<file path="src/rtl/ssi_status_pkg.sv">
package ssi_status_pkg;
  localparam int unsigned NUM_FLAGS = 5;

  typedef enum logic [2:0] {
    FL_CONFLICT = 3'd0,
    FL_OVERRUN  = 3'd1,
    FL_RX_FULL  = 3'd2,
    FL_TX_END   = 3'd3,
    FL_TX_EMPTY = 3'd4
  } flag_idx_e;

  // Bit positions inside the software-visible register (decoded by drivers)
  localparam int unsigned FLAG_POS [NUM_FLAGS] = '{0, 2, 5, 6, 7};
  localparam int unsigned MAX_POS = 7;
endpackage

</file>
<file path="src/rtl/ssi_flag_cell.sv">
module ssi_flag_cell (
  input  logic clk,
  input  logic rst_n,
  input  logic hw_set,
  input  logic hw_clr,
  input  logic reg_rd,
  input  logic reg_wr,
  input  logic wr_bit,
  output logic flag_q
);
  logic seen_q;
  logic flag_d, seen_d;
  logic sw_clr;

  assign sw_clr = reg_wr && !wr_bit && seen_q;

  always_comb begin
    flag_d = flag_q;
    seen_d = seen_q;
    if (reg_rd) seen_d = flag_q;
    if (reg_wr) seen_d = 1'b0;
    if (hw_set) begin
      flag_d = 1'b1;
      seen_d = 1'b0;
    end else if (hw_clr || sw_clr) begin
      flag_d = 1'b0;
      seen_d = 1'b0;
    end
  end

  always_ff @(posedge clk or negedge rst_n) begin
    if (!rst_n) begin
      flag_q <= 1'b0;
      seen_q <= 1'b0;
    end else begin
      flag_q <= flag_d;
      seen_q <= seen_d;
    end
  end

  AST_SET_WINS: assert property (@(posedge clk) disable iff (!rst_n)
    hw_set |=> flag_q);

  AST_CLEAR_HAS_CAUSE: assert property (@(posedge clk) disable iff (!rst_n)
    $fell(flag_q) |-> $past(hw_clr || reg_wr));
endmodule

</file>
<file path="src/rtl/ssi_event_decode.sv">
module ssi_event_decode
  import ssi_status_pkg::*;
(
  input  logic                 clk,
  input  logic                 rst_n,
  input  logic                 four_wire,
  input  logic                 is_master,
  input  logic                 cs_n,
  input  logic                 xfer_start,
  input  logic                 xfer_active,
  input  logic                 rx_done,
  input  logic                 tx_load,
  input  logic                 tx_bit_end,
  input  logic                 rx_buf_rd,
  input  logic                 tx_buf_wr,
  input  logic                 tx_en_clr,
  input  logic [NUM_FLAGS-1:0] flags,
  output logic [NUM_FLAGS-1:0] set_vec,
  output logic [NUM_FLAGS-1:0] clr_vec
);
  logic cs_prev_q;
  logic cs_rise, master_conf, slave_conf;

  always_ff @(posedge clk or negedge rst_n) begin
    if (!rst_n) cs_prev_q <= 1'b1;
    else        cs_prev_q <= cs_n;
  end

  assign cs_rise     = cs_n && !cs_prev_q;
  assign master_conf = four_wire && is_master && xfer_start && !cs_n;
  assign slave_conf  = four_wire && !is_master && xfer_active && cs_rise;

  always_comb begin
    set_vec = '0;
    clr_vec = '0;
    set_vec[FL_CONFLICT] = master_conf || slave_conf;
    set_vec[FL_OVERRUN]  = rx_done && flags[FL_RX_FULL];
    set_vec[FL_RX_FULL]  = rx_done;
    set_vec[FL_TX_END]   = tx_bit_end && flags[FL_TX_EMPTY];
    set_vec[FL_TX_EMPTY] = tx_load || tx_en_clr;
    clr_vec[FL_RX_FULL]  = rx_buf_rd;
    clr_vec[FL_TX_END]   = tx_buf_wr;
    clr_vec[FL_TX_EMPTY] = tx_buf_wr;
  end
endmodule

</file>
<file path="src/rtl/ssi_status_ctrl.sv">
module ssi_status_ctrl
  import ssi_status_pkg::*;
#(
  parameter int unsigned REG_W = 8
) (
  input  logic             clk,
  input  logic             rst_n,
  input  logic             four_wire,
  input  logic             is_master,
  input  logic             cs_n,
  input  logic             xfer_start,
  input  logic             xfer_active,
  input  logic             rx_done,
  input  logic             tx_load,
  input  logic             tx_bit_end,
  input  logic             reg_rd,
  input  logic             reg_wr,
  input  logic [REG_W-1:0] wr_data,
  input  logic             rx_buf_rd,
  input  logic             tx_buf_wr,
  input  logic             tx_en_clr,
  output logic [REG_W-1:0] status_q,
  output logic             xfer_inhibit
);
  logic [NUM_FLAGS-1:0] flags;
  logic [NUM_FLAGS-1:0] set_vec;
  logic [NUM_FLAGS-1:0] clr_vec;

  ssi_event_decode u_dec (
    .clk        (clk),
    .rst_n      (rst_n),
    .four_wire  (four_wire),
    .is_master  (is_master),
    .cs_n       (cs_n),
    .xfer_start (xfer_start),
    .xfer_active(xfer_active),
    .rx_done    (rx_done),
    .tx_load    (tx_load),
    .tx_bit_end (tx_bit_end),
    .rx_buf_rd  (rx_buf_rd),
    .tx_buf_wr  (tx_buf_wr),
    .tx_en_clr  (tx_en_clr),
    .flags      (flags),
    .set_vec    (set_vec),
    .clr_vec    (clr_vec)
  );

  for (genvar g = 0; g < NUM_FLAGS; g++) begin : g_flag
    ssi_flag_cell u_cell (
      .clk   (clk),
      .rst_n (rst_n),
      .hw_set(set_vec[g]),
      .hw_clr(clr_vec[g]),
      .reg_rd(reg_rd),
      .reg_wr(reg_wr),
      .wr_bit(wr_data[FLAG_POS[g]]),
      .flag_q(flags[g])
    );
  end

  always_comb begin
    status_q = '0;
    for (int i = 0; i < NUM_FLAGS; i++) status_q[FLAG_POS[i]] = flags[i];
  end

  assign xfer_inhibit = flags[FL_OVERRUN];

  initial assert (REG_W > MAX_POS) else $error("REG_W too small for flag positions");

  AST_OVERRUN_NEEDS_FULL: assert property (@(posedge clk) disable iff (!rst_n)
    $rose(status_q[2]) |-> $past(status_q[5]));

  AST_TX_END_NEEDS_EMPTY: assert property (@(posedge clk) disable iff (!rst_n)
    $rose(status_q[6]) |-> $past(status_q[7]));

  AST_TXWR_CLEARS: assert property (@(posedge clk) disable iff (!rst_n)
    (tx_buf_wr && !tx_load && !tx_en_clr) |=> (!status_q[6] && !status_q[7]));

  AST_MASTER_CONFLICT: assert property (@(posedge clk) disable iff (!rst_n)
    (four_wire && is_master && xfer_start && !cs_n) |=> status_q[0]);

  AST_RX_FULL_STAYS: assert property (@(posedge clk) disable iff (!rst_n)
    (rx_done && status_q[5]) |=> (status_q[5] && status_q[2]));
endmodule

</file>
<file path="config.mk">
export PLATFORM = sky130hd
export DESIGN_NAME = ssi_status_ctrl
export DESIGN_NICKNAME = d
export VERILOG_FILES = /design/src/rtl/ssi_status_pkg.sv /design/src/rtl/ssi_flag_cell.sv /design/src/rtl/ssi_event_decode.sv /design/src/rtl/ssi_status_ctrl.sv
export SDC_FILE = /design/constraint.sdc
export NUM_CORES = 1
export LEC_CHECK = 0
export BUFFER_PORTS_ARGS = -buffer_cell sky130_fd_sc_hd__clkbuf_2
export CELL_PAD_IN_SITES_DETAIL_PLACEMENT = 1
export CELL_PAD_IN_SITES_GLOBAL_PLACEMENT = 2
export CORE_MARGIN = 2
export CORE_UTILIZATION = 25
export CTS_CLUSTER_DIAMETER = 30
export DETAILED_ROUTE_END_ITERATION = 8
export PLACE_DENSITY_LB_ADDON = 0.2
export SLEW_MARGIN = 20
export SYNTH_ARGS = -nofsm -noshare
export SYNTH_HDL_FRONTEND = slang
export SYNTH_SLANG_ARGS = --single-unit
export TNS_END_PERCENT = 1
</file>
<file path="constraint.sdc">
create_clock -name clk -period 1.7 [get_ports clk]
set_clock_uncertainty 0.05 [all_clocks]
set_input_delay 0.255 -clock clk [delete_from_list [all_inputs] [get_ports clk]]
set_output_delay 0.255 -clock clk [all_outputs]
set_load 0.01 [all_outputs]
</file>
# Word-level counts from Yosys, hierarchy flattened
# Index checks and enable logic that the tools add are counted.
# totals
regBits	11
ram_bits	0
rom_bits	0
out_inout_bits	9
mem_count	0
wordCells	83
input_bits	23
latch_bits	0
# op_classes
reduce_logical	42
n_shift	0
mux	30
order_cmp	0
bitwise	0
div	0
eq_ne	0
mul	0
addsub	0
# ops
operator	count
$mux W1	30
$reduce_bool A4 Y1	5
$logic_and A1 B1 Y1	19
$reduce_bool A2 Y1	5
$logic_not A1 Y1	8
$logic_or A1 B1 Y1	5

# Depth between registers and ports, before layout
# logic_depth
word_depth	6
ltp_mapped	4

# Cells and area by module
# A second synthesis with hierarchy kept.
# hier_totals
cells_unflattened	54
hier_area_um2	616.8
# by_module_without_submodules
mod	n_inst	area_each_um2	cells_per_inst
ssi_flag_cell	5	92.6	7
ssi_event_decode	1	120.1	14
ssi_status_ctrl	1	33.8	5

# Least setup slack after synthesis
# No wires, ideal clock.
# synth_timing
kind	input to register
startpoint	input reg_wr
endpoint	register g_flag[4].u_cell.seen_q
path_buffers	1
arrival_time_ps	964
required_time_ps	1578
path_slack_ps	614
setup_time_ps	72
stages	3
cell_sequence	buf_6 or4_1 nor2_1
# synth_between
elab_chain_len	5
# synth_lines
item	line_no	source
from (decl)	ssi_status_ctrl.sv:17	input logic reg_wr,
$logic_and A1 B1 Y1 (2 in a row)	ssi_flag_cell.sv:15	assign sw_clr = reg_wr && !wr_bit && seen_q;
$logic_or A1 B1 Y1	ssi_flag_cell.sv:25	end else if (hw_clr || sw_clr) begin
$mux W1	ssi_flag_cell.sv:25	
$mux W1	ssi_flag_cell.sv:22	if (hw_set) begin
to (signal assigned)	ssi_flag_cell.sv:37	seen_q <= seen_d;
to (decl)	ssi_flag_cell.sv:11	logic seen_q;
# Parallel ways exist; a longest one is shown, timed or not.
# A chain may end at the register's enable or synchronous reset.

# Worst setup path after layout
# layout_timing
startpoint	register g_flag[4].u_cell.flag_q
endpoint	output status_q[7]
# layout_rtl
item	line_no	source
from (decl)	ssi_flag_cell.sv:9	output logic flag_q
from (signal assigned)	ssi_flag_cell.sv:36	flag_q <= flag_d;
to (decl)	ssi_status_ctrl.sv:22	output logic [REG_W-1:0] status_q,
# No word-level cell between the ends.

==> flow_summary.yaml <==
run_status:
  status: "finished, final reports clean"
die:
  num_rows: 17
  die_area_um2: 2630
  core_um2: 2170
  ioPinCount: 32
  fp.dieW_um: 51.3
  fp.dieH_um: 51.3
  start_util_pct: 25.8
critical_path:
  crit_buf_inv: 1
  arrival_ns: 0.85
  critPathLaunchType: "flop"
  crit_chain: "clkbuf_2"
  slowest_stage: "dfrtp_1"
  r2r_start: "u_dec.cs_prev_q$_DFF_PN1_"
  critPathRequiredTime_ns: 1.39
  critPathLaunch: "g_flag[4].u_cell.flag_q$_DFFE_PN0P_"
  critPathMaxStageDelay_ns: 0.43
  end_kind: "primary output"
  critPathTopFamily: "flip-flops"
  critPathKind: "reg2out"
  crit_fanout: 5
logic_synthesis:
  syn_area_per_cell_um2: 11.2
  synth_cell_types: 21
  synth-seq-area-share_pct: 49.4
  netlist_instances: 50
  ys_ff_latch: 11
  synth_area_um2: 559
  yosys_warnings: 0
route:
  ant_nets: 0
  drt_iter0_markers: 1
  routed.top_layer: "met4"
  vias: 439
  drc: 0
  wl_met1_um: 501
  post_drt_wl_per_cell_um: 11.4
  vias_per_cell: 4.35
  drt_pass1_iterations: 2
  wirelength_um: 1160
  routed-wl-met3_um: 69
  met2_length_um: 569
clock_network:
  numCtsBuffers: 3
  cts-resized-gates: 0
  clk_pin_slew_ns: 0.07
  cts_buffer_depth: 2
  clkSinkCount: 11
  htreeDepth: 1
  cts-hold-fix-buffers: 1
  cts_root_buf: "clkbuf_4"
  postCtsSetupBuffers: 0
  clock_latency_ns: 0.26
  cts_tree: "yes"
timing:
  setup_viol_count_final: 0
  tns_ns: 0
  slew_violations: 0
  period_minus_slack_ns: 1.15
  clock.fmax_mhz: 866
  rsz0062_at_grt: "no"
  finalHoldViolCount: 0
  period_share_pct: 67.9
global_route:
  grt_pass1_wl_um: 2080
  antenna_found_initial: 0
  grt_use_total_pct: 10.8
  overflow: 0
  grt_pass1_vias: 490
  grt_max_degree: 12
cells_and_area:
  diodes: 0
  layout-drive-gt1-share_pct: 42.5
  finalNetCount: 97
  fillers: 270
  syn_to_final_growth_pct: 23.7
pwr:
  total_power_uw: 581
  ir_drop_uv: 406
  cellPowerDensity_nw_per_um2: 840
  p_leak_nw: 0.338
placed_design:
  gp_congestion: 0.681
  port_buffers: 25
  dp_hpwl_um: 915
min_path:
  hold_class: "in2reg"
  min_from: "cs_n"
flow_run:
  cap_violations: 0
cell usage in the layout, fill, tap and decap left out:
master,netlist,routed
o22ai_1,1,1
or4_1,1,1
a22o_1,1,1
buf_4,9,1
nand3b_1,5,5
dfrtp_1,10,10
mux2i_1,5,5
conb_1,1,3
dlygate4sd3_1,0,1
nor4_1,1,1
a2111oi_0,1,1
clkbuf_2,0,25
dfstp_2,1,1
a311o_1,1,1
a32o_1,1,1
nor2_1,1,1
nor3b_1,1,1
o21ai_0,1,1
a31o_2,1,1
a211oi_1,1,1
nand2_1,4,4
inv_1,2,2
clkbuf_4,0,3
clkbuf_1,0,1
stage by stage:
step                hold slack [ns]  utilization, %  instance area, µm²  instances  worst slack, ns
finish                       0.0443            31.9                 692        101            0.545
global placement              0.107            30.2                 656         96            0.545
detailed placement            0.103            30.2                 656         96            0.517
global route                 0.0312            31.9                 692        101            0.497
CTS                          0.0367            31.9                 692        101            0.539
floorplan                   -0.0906               -                 567         52            0.614
final timing paths:
kind                                                  endpoint  slack, ns  depth (start not counted)
setup / recovery                                   status_q[7]       0.55                          1
hold / removal                       u_dec.cs_prev_q$_DFF_PN1_       0.04                          1
setup reg to reg           g_flag[0].u_cell.flag_q$_DFFE_PN0P_       0.61                          3
hold reg to reg            g_flag[4].u_cell.seen_q$_DFFE_PN0P_       0.49                          2
max in group asynchronous            u_dec.cs_prev_q$_DFF_PN1_       0.98                          2
min in group asynchronous  g_flag[1].u_cell.flag_q$_DFFE_PN0P_       0.35                          2
logic make-up (layout without fill, tap and decap cells):
family                 count (synthesis)  in the layout  synth area share [%]
muxes                                  5              5                  8.95
DFF                                   11             11                  49.4
AOI/OAI and AO/OA                      8              8                  11.6
and+or+nand+nor                       13             13                  13.9
other                                  1              3                 0.670
buffers and inverters                 12             33                  15.4
metal layers:
metal / vias to the layer above / global-route usage (%)
li1: 213 / -
met1: 210 / 13.1
met2: 14 / 18.0
met3: 2 / 3.51
met4: 0 / 3.95
met5: - / 0
final cells by class:
type	count	area, µm²	share of cell area [%]
flip-flops and latches	11	277	40.0
multi-input cells	29	204	29.5
repair buffers	27	143	20.6
well taps	28	35.0	5.06
clock buffers	4	26.3	3.80
inverters	2	7.51	1.08
power breakdown:
group,total [mW],internal [mW],switching (mW)
Clock,0.181,0.0906,0.0903
Combinational,0.100,0.0519,0.0485
Sequential,0.300,0.284,0.0164
Total,0.581,0.426,0.155
registers in the layout (all words and copies together) (netlist names):
register	count
g_flag.u_cell.flag_q	5
g_flag.u_cell.seen_q	5
u_dec.cs_prev_q	1
cells in the mapped netlist, drive strengths merged:
cell type  instances  area (µm²)
nor3b              1        7.51
conb               1        3.75
a2111oi            1        8.76
a211oi             1        7.51
buf               10        78.8
o21ai              1        5.00
a32o               1        10.0
nand3b             5        37.5
nor4               1        6.26
nand2              4        15.0
dfstp              1        26.3
a22o               1        8.76
nor2               1        3.75
dfrtp             10         250
a31o               1        8.76
or4                1        7.51
a311o              1        10.0
mux2i              5        50.1
inv                2        7.51
o22ai              1        6.26
No activity file was read; power rests on OpenSTA's default activity.
